[config.mk]
export PLATFORM = sky130hd
export DESIGN_NAME = ocmp_channel
export DESIGN_NICKNAME = d
export VERILOG_FILES = /design/src/rtl/ocmp_pkg.sv /design/src/rtl/ocmp_timer.sv /design/src/rtl/ocmp_core.sv /design/src/rtl/ocmp_channel.sv
export SDC_FILE = /design/constraint.sdc
export NUM_CORES = 1
export LEC_CHECK = 0
export BUFFER_PORTS_ARGS = -buffer_cell sky130_fd_sc_hd__buf_2
export CAP_MARGIN = 25
export CORE_AREA = 4 4 130 144
export CTS_CLUSTER_DIAMETER = 80
export CTS_CLUSTER_SIZE = 20
export DETAILED_ROUTE_END_ITERATION = 7
export DIE_AREA = 0 0 134 148
export GPL_TIMING_DRIVEN = 0
export SETUP_SLACK_MARGIN = 0.5
export SLEW_MARGIN = 20
export SYNTH_ARGS = -nofsm -noshare
export SYNTH_HDL_FRONTEND = slang
export SYNTH_HIERARCHICAL = 1
export SYNTH_SLANG_ARGS = --single-unit
[constraint.sdc]
create_clock -name clk -period 7 [get_ports clk]
set_input_delay 0.35 -clock clk [delete_from_list [all_inputs] [get_ports clk]]
set_output_delay 0.35 -clock clk [all_outputs]
set_load 0.05 [all_outputs]
[src/rtl/ocmp_pkg.sv]
package ocmp_pkg;
   localparam int ADDR_W = 3;
   localparam logic [ADDR_W-1:0] A_CTRL = 3'd0;
   localparam logic [ADDR_W-1:0] A_PRI  = 3'd1;
   localparam logic [ADDR_W-1:0] A_SEC  = 3'd2;
   localparam int                A_PER0 = 3;

   typedef enum logic [2:0] {
      OC_OFF   = 3'd0,
      OC_LOW1  = 3'd1,
      OC_HIGH1 = 3'd2,
      OC_TGL   = 3'd3,
      OC_DLY1  = 3'd4,
      OC_CONT  = 3'd5,
      OC_RSV6  = 3'd6,
      OC_RSV7  = 3'd7
   } oc_mode_e;

   function automatic logic mode_live(input oc_mode_e m);
      return (m inside {OC_LOW1, OC_HIGH1, OC_TGL, OC_DLY1, OC_CONT});
   endfunction

   // level the pin takes on mode entry or while idle-frozen
   function automatic logic entry_level(input oc_mode_e m, input logic cur);
      case (m)
         OC_LOW1, OC_DLY1, OC_CONT: return 1'b0;
         OC_HIGH1:                  return 1'b1;
         default:                   return cur;
      endcase
   endfunction
endpackage

[src/rtl/ocmp_timer.sv]
module ocmp_timer
   import ocmp_pkg::*;
#(
   parameter int                W          = 16,
   parameter logic [W-1:0]      PERIOD_RST = '1,
   parameter logic [ADDR_W-1:0] MY_ADDR    = 3'd3
)(
   input  logic              clk,
   input  logic              rst_n,
   input  logic              wr_en,
   input  logic [ADDR_W-1:0] wr_addr,
   input  logic [W-1:0]      wr_data,
   output logic [W-1:0]      cnt,
   output logic              wrap
);
   logic [W-1:0] per_q;

   assign wrap = (cnt >= per_q);

   always_ff @(posedge clk) begin
      if (!rst_n) begin
         cnt   <= '0;
         per_q <= PERIOD_RST;
      end else begin
         cnt <= wrap ? '0 : cnt + 1'b1;
         if (wr_en && wr_addr == MY_ADDR) per_q <= wr_data;
      end
   end
endmodule

[src/rtl/ocmp_core.sv]
module ocmp_core
   import ocmp_pkg::*;
#(
   parameter int W = 16
)(
   input  logic         clk,
   input  logic         rst_n,
   input  logic         ctrl_wr,
   input  logic [2:0]   new_mode,
   input  logic         stop_req,
   input  logic [W-1:0] tmr,
   input  logic         wrap,
   input  logic [W-1:0] pri,
   input  logic [W-1:0] sec,
   input  logic         flag_clr,
   output logic [2:0]   mode_o,
   output logic         out_o,
   output logic         flag_o
);
   oc_mode_e mode_q;
   logic     out_q, flag_q, done_q, hold_q;
   logic     out_n, done_n, evt;
   logic     live, pri_hit, sec_hit;

   assign live    = mode_live(mode_q);
   assign pri_hit = (tmr == pri) && !((pri == '0) && hold_q);
   assign sec_hit = (tmr == sec);

   always_comb begin
      out_n  = out_q;
      done_n = done_q;
      evt    = 1'b0;
      if (live && stop_req) begin
         out_n = entry_level(mode_q, out_q);
      end else if (live) begin
         case (mode_q)
            OC_LOW1: if (!done_q && pri_hit) begin
               out_n = 1'b1; done_n = 1'b1; evt = 1'b1;
            end
            OC_HIGH1: if (!done_q && pri_hit) begin
               out_n = 1'b0; done_n = 1'b1; evt = 1'b1;
            end
            OC_TGL: if (pri_hit) begin
               out_n = ~out_q; evt = 1'b1;
            end
            OC_DLY1, OC_CONT: if (!done_q) begin
               if (!out_q && pri_hit) out_n = 1'b1;
               else if (out_q && sec_hit) begin
                  out_n  = 1'b0;
                  evt    = 1'b1;
                  done_n = (mode_q == OC_DLY1);
               end
            end
            default: ;
         endcase
      end
   end

   always_ff @(posedge clk) begin
      if (!rst_n) begin
         mode_q <= OC_OFF;
         out_q  <= 1'b0;
         done_q <= 1'b0;
         hold_q <= 1'b1;
         flag_q <= 1'b0;
      end else begin
         if (ctrl_wr) begin
            mode_q <= oc_mode_e'(new_mode);
            out_q  <= entry_level(oc_mode_e'(new_mode), out_q);
            done_q <= 1'b0;
            hold_q <= 1'b1;
         end else begin
            out_q  <= out_n;
            done_q <= done_n;
            if (wrap) hold_q <= 1'b0;
         end
         if (evt && !ctrl_wr) flag_q <= 1'b1;
         else if (flag_clr)   flag_q <= 1'b0;
      end
   end

   assign mode_o = mode_q;
   assign out_o  = out_q;
   assign flag_o = flag_q;
endmodule

[src/rtl/ocmp_channel.sv]
module ocmp_channel
   import ocmp_pkg::*;
#(
   parameter int           W          = 16,
   parameter int           NTMR       = 2,
   parameter logic [W-1:0] PERIOD_RST = '1
)(
   input  logic              clk,
   input  logic              rst_n,
   input  logic              wr_en,
   input  logic [ADDR_W-1:0] wr_addr,
   input  logic [W-1:0]      wr_data,
   input  logic              idle_i,
   input  logic              flag_clr,
   output logic              oc_out,
   output logic              oc_oe,
   output logic              irq_flag
);
   localparam int TSW       = $clog2(NTMR);
   localparam int TSEL_LSB  = 3;
   localparam int ISTOP_BIT = TSEL_LSB + TSW;

   if (W < 8) begin : g_bad_w
      $error("ocmp_channel: W must be at least 8");
   end
   if (NTMR != 2 && NTMR != 4) begin : g_bad_ntmr
      $error("ocmp_channel: NTMR must be 2 or 4");
   end

   logic [W-1:0]   pri_q, sec_q;
   logic [TSW-1:0] tsel_q;
   logic           idle_stop_q;
   logic           ctrl_wr;
   logic [W-1:0]   cnt_v [NTMR];
   logic [NTMR-1:0] wrap_v;
   logic [2:0]     mode_w;

   assign ctrl_wr = wr_en && (wr_addr == A_CTRL);

   always_ff @(posedge clk) begin
      if (!rst_n) begin
         pri_q       <= '0;
         sec_q       <= '0;
         tsel_q      <= '0;
         idle_stop_q <= 1'b0;
      end else if (wr_en) begin
         if (wr_addr == A_PRI) pri_q <= wr_data;
         if (wr_addr == A_SEC) sec_q <= wr_data;
         if (wr_addr == A_CTRL) begin
            tsel_q      <= wr_data[TSEL_LSB +: TSW];
            idle_stop_q <= wr_data[ISTOP_BIT];
         end
      end
   end

   for (genvar g = 0; g < NTMR; g++) begin : g_tmr
      ocmp_timer #(
         .W(W), .PERIOD_RST(PERIOD_RST),
         .MY_ADDR(ADDR_W'(A_PER0 + g))
      ) u_tmr (
         .clk(clk), .rst_n(rst_n), .wr_en(wr_en), .wr_addr(wr_addr),
         .wr_data(wr_data), .cnt(cnt_v[g]), .wrap(wrap_v[g])
      );
   end

   ocmp_core #(.W(W)) u_core (
      .clk(clk), .rst_n(rst_n), .ctrl_wr(ctrl_wr), .new_mode(wr_data[2:0]),
      .stop_req(idle_stop_q && idle_i), .tmr(cnt_v[tsel_q]),
      .wrap(wrap_v[tsel_q]), .pri(pri_q), .sec(sec_q), .flag_clr(flag_clr),
      .mode_o(mode_w), .out_o(oc_out), .flag_o(irq_flag)
   );

   assign oc_oe = mode_live(oc_mode_e'(mode_w));
endmodule

==> impl_metrics.ini <==
[drt]
via_per_inst = 5.06
drc = 0
vias = 4682
drt_iter0_drc = 286
ant_nets = 0
drt_first_pass_iters = 4
finalWirelength_um = 15500
avgRoutedWirePerCell_um = 16.7

[die]
fp.dieW_um = 134
start_util_pct = 34.7
dieArea_um2 = 19800
rows = 50
die_h_um = 148
io_pins = 27
coreArea_um2 = 17100

[sta]
clock.fmax_ghz = 0.320
setup_viol = 0
finalCritPeriodShare_pct = 44.7
tns_ps = 0
slew_violations = 0
slew_headroom_pct = 54.5
grt_setup_unrepaired = no
skew_ps = 7.33
fin_crit_ps = 3130
finalHoldViolCount = 0
tightest_slew_ps = 677

[cts]
cts_resized = 0
cts_root_buffer = clkbuf_16
cts_buffer_depth = 2
cts_tree = built
htreeDepth = 3
cts_made_buffers = 9
cts_setup_buffers = 0
clkLatencyLatePin_ps = 350
clock_sinks = 105
holdBufCountCts = 0
clk_pin_slew_ps = 70

[final_layout]
nFillCells = 1740
syn2layout_area_growth_pct = 11.9
final_layout_size_suffix_gt1_share_pct = 15.9
fin_nets = 744
antenna_cells = 0
finish.utilization_pct = 38.9

[synthesis]
yosysMostFrequentCell = dfxtp_1
postSynthAreaPerCell_um2 = 9.14
synth_area_leaders = dfxtp_1 (35%), ha_1 (7.2%), mux2i_1 (6.4%)
ys_ff_latch = 105
ys_warn_count = 6
synth_common_cells = dfxtp_1 (105), nand2_1 (101), inv_1 (39)
synth_nets = 707
synth_top_area_cell = dfxtp_1
synth-edff-count = 0
synthArstFlopShare_pct = 0
syn_inst = 649
seq_area_frac_synth_pct = 35.4
synth-main-ff-cell = dfxtp_1
synth_top_area_share_pct = 35.4
synth_cell_type_count = 65
netlist_area_um2 = 5930

[power]
ir_drop_v = 0.000116
p_comb_share_pct = 9.9
clock_power_share_pct = 39.6
seq_power_share_pct = 50.5
power_switching_uw = 312
leakage_uw = 0.00299
intPower_uw = 920
swShare_pct = 25.3
p_per_area_nw_per_um2 = 186

[grt]
grt_start_max_net_pins = 17
grt_pass1_wl_um = 24800
antenna_found_initial = 0
grt.total_usage_pct = 15.9
grt_pass1_vias = 4627
grt-ovfl-total = 0

[min_path]
hold_path.class = in2reg
min_path_cells = 3
holdPathEnd = g_tmr[0].u_tmr/per_q[8]
hp-start = wr_data[8]

[critical_path]
crit_buf_inv = 2
required_ps = 7240
crit_type = reg2reg
ff2ff_path_depth = 10
ff2ff_setup_slack_ps = 3870
max_stage_delay_ps = 420
startpoint_type = flop
end_kind = flop
worstReg2RegStart = tsel_q
cp_max_fo = 10
critPathSlowestCell = mux2_2
r2r-end = u_core/out_o
critical_path.top_delay_family = simple AND/OR/NAND/NOR gates
crit_chain = buf_2 > buf_2 > mux2_2 > xor2_1 > nor4_1 > nand4_1 > nor2_2 > nor2b_1 > a311oi_2 > mux2_2
critPathArrivalTime_ps = 3370

[run]
maxCapViolCount = 0

[outcome]
status = finished clean

[place]
gp_congestion = 0.908
dp_hpwl_um = 11700
portBuffers = 26
-- state kept, by name (all words and copies together), names as in the netlist --
name and flops:
g_tmr.u_tmr/cnt 32, tsel_q 1, u_core/flag_o 1, u_core/hold_q 1, u_core/out_o 1, sec_q 16, u_core/done_q 1, g_tmr.u_tmr/per_q 32
idle_stop_q 1, u_core/mode_o 3, pri_q 16
-- worst max path at each step --
stage / startpoint / endpoint / slack [ps] / cells past startpoint
3_5_place_dp: tsel_q / u_core/out_o / 3940 / 10
2_1_floorplan: tsel_q / u_core/out_o / 4360 / 10
6_report: tsel_q / u_core/out_o / 3870 / 10
3_3_place_gp: tsel_q / u_core/out_o / 3930 / 10
5_1_grt: tsel_q / u_core/out_o / 3770 / 10
4_1_cts: tsel_q / u_core/out_o / 3930 / 10
-- placed cells by master, fill, tap and decap left out, types with 3 or more instances in the layout --
cell,n
o21ai_0,3
nor4_1,16
mux2i_1,38
buf_2,35
nor3_1,16
mux2_2,18
nor3_2,9
and3_1,3
and4_1,3
xor2_1,25
o21a_1,6
nand2_1,101
nor2_4,7
nor2_1,14
nor4_2,3
xnor2_1,34
nand2b_1,3
clkbuf_1,17
nor2_2,4
o211ai_1,35
nor2b_1,8
ha_1,34
buf_6,3
dfxtp_1,105
nor3b_1,3
nand4_1,14
a21o_1,3
clkbuf_16,9
inv_1,39
buf_4,4
a21oi_1,11
nand3_1,19
-- metal layers --
layer	wire length [µm]	track usage [%]	share of wire [%]	vias to the layer above
li1	-	-	-	2357
met1	7400	21.5	48	2248
met2	7450	26.6	48	66
met3	466	2.52	3.0	11
met4	157	4.27	1.0	0
met5	0	0	0	-
-- worst register-to-register path, cell delays in order, from the launching register on --
cell and delay, ps:
dfxtp_1 300, buf_2 220, buf_2 310, mux2_2 430
xor2_1 200, nor4_1 310, nand4_1 230, nor2_2 250
nor2b_1 90, a311oi_2 320, mux2_2 360
-- logic make-up (layout without fill, tap and decap cells) --
logic type      count (synthesis)  after routing  synth area share (%)
flops                         105            105                  35.4
mux                            56             56                  9.83
compound gates                 80             80                  10.3
buf+inv                        74            116                  6.07
xor+xnor                       59             59                  8.71
fa+ha+maj                      34             34                  7.17
simple gates                  241            241                  22.5
-- layout make-up --
class,count,area (µm²),share of cell area (%)
repair buffers,26,130,1.96
flip-flops and latches,105,2100,31.7
plain buffers,35,214,3.22
clock inverters,4,26.3,0.396
clock buffers,12,256,3.86
well taps,234,293,4.41
inverters,39,146,2.21
multi-input cells,470,3470,52.3
-- per-stage QoR --
| stage | hold WS [ps] | std cells | cell area, µm² | total power (µW) | setup WS [ps] |
|---|---|---|---|---|---|
| floorplan | 430 | 649 | 5930 | 716 | 4360 |
| CTS | 282 | 925 | 6640 | 1250 | 3930 |
| detailed placement | 454 | 909 | 6360 | 758 | 3940 |
| finish | 307 | 925 | 6640 | 1230 | 3870 |
| global route | 299 | 925 | 6640 | 1280 | 3770 |
| global placement | 443 | 909 | 6360 | 757 | 3930 |
-- power groups by stage --
| stage | sequential [µW] | clock (µW) | combinational [µW] |
|---|---|---|---|
| finish | 622 | 488 | 122 |
| global placement | 636 | 0 | 121 |
| floorplan | 632 | 0 | 83.7 |
| CTS | 622 | 505 | 122 |
| detailed placement | 636 | 0 | 122 |
| global route | 624 | 525 | 135 |
(Power assumes the default switching activity.)
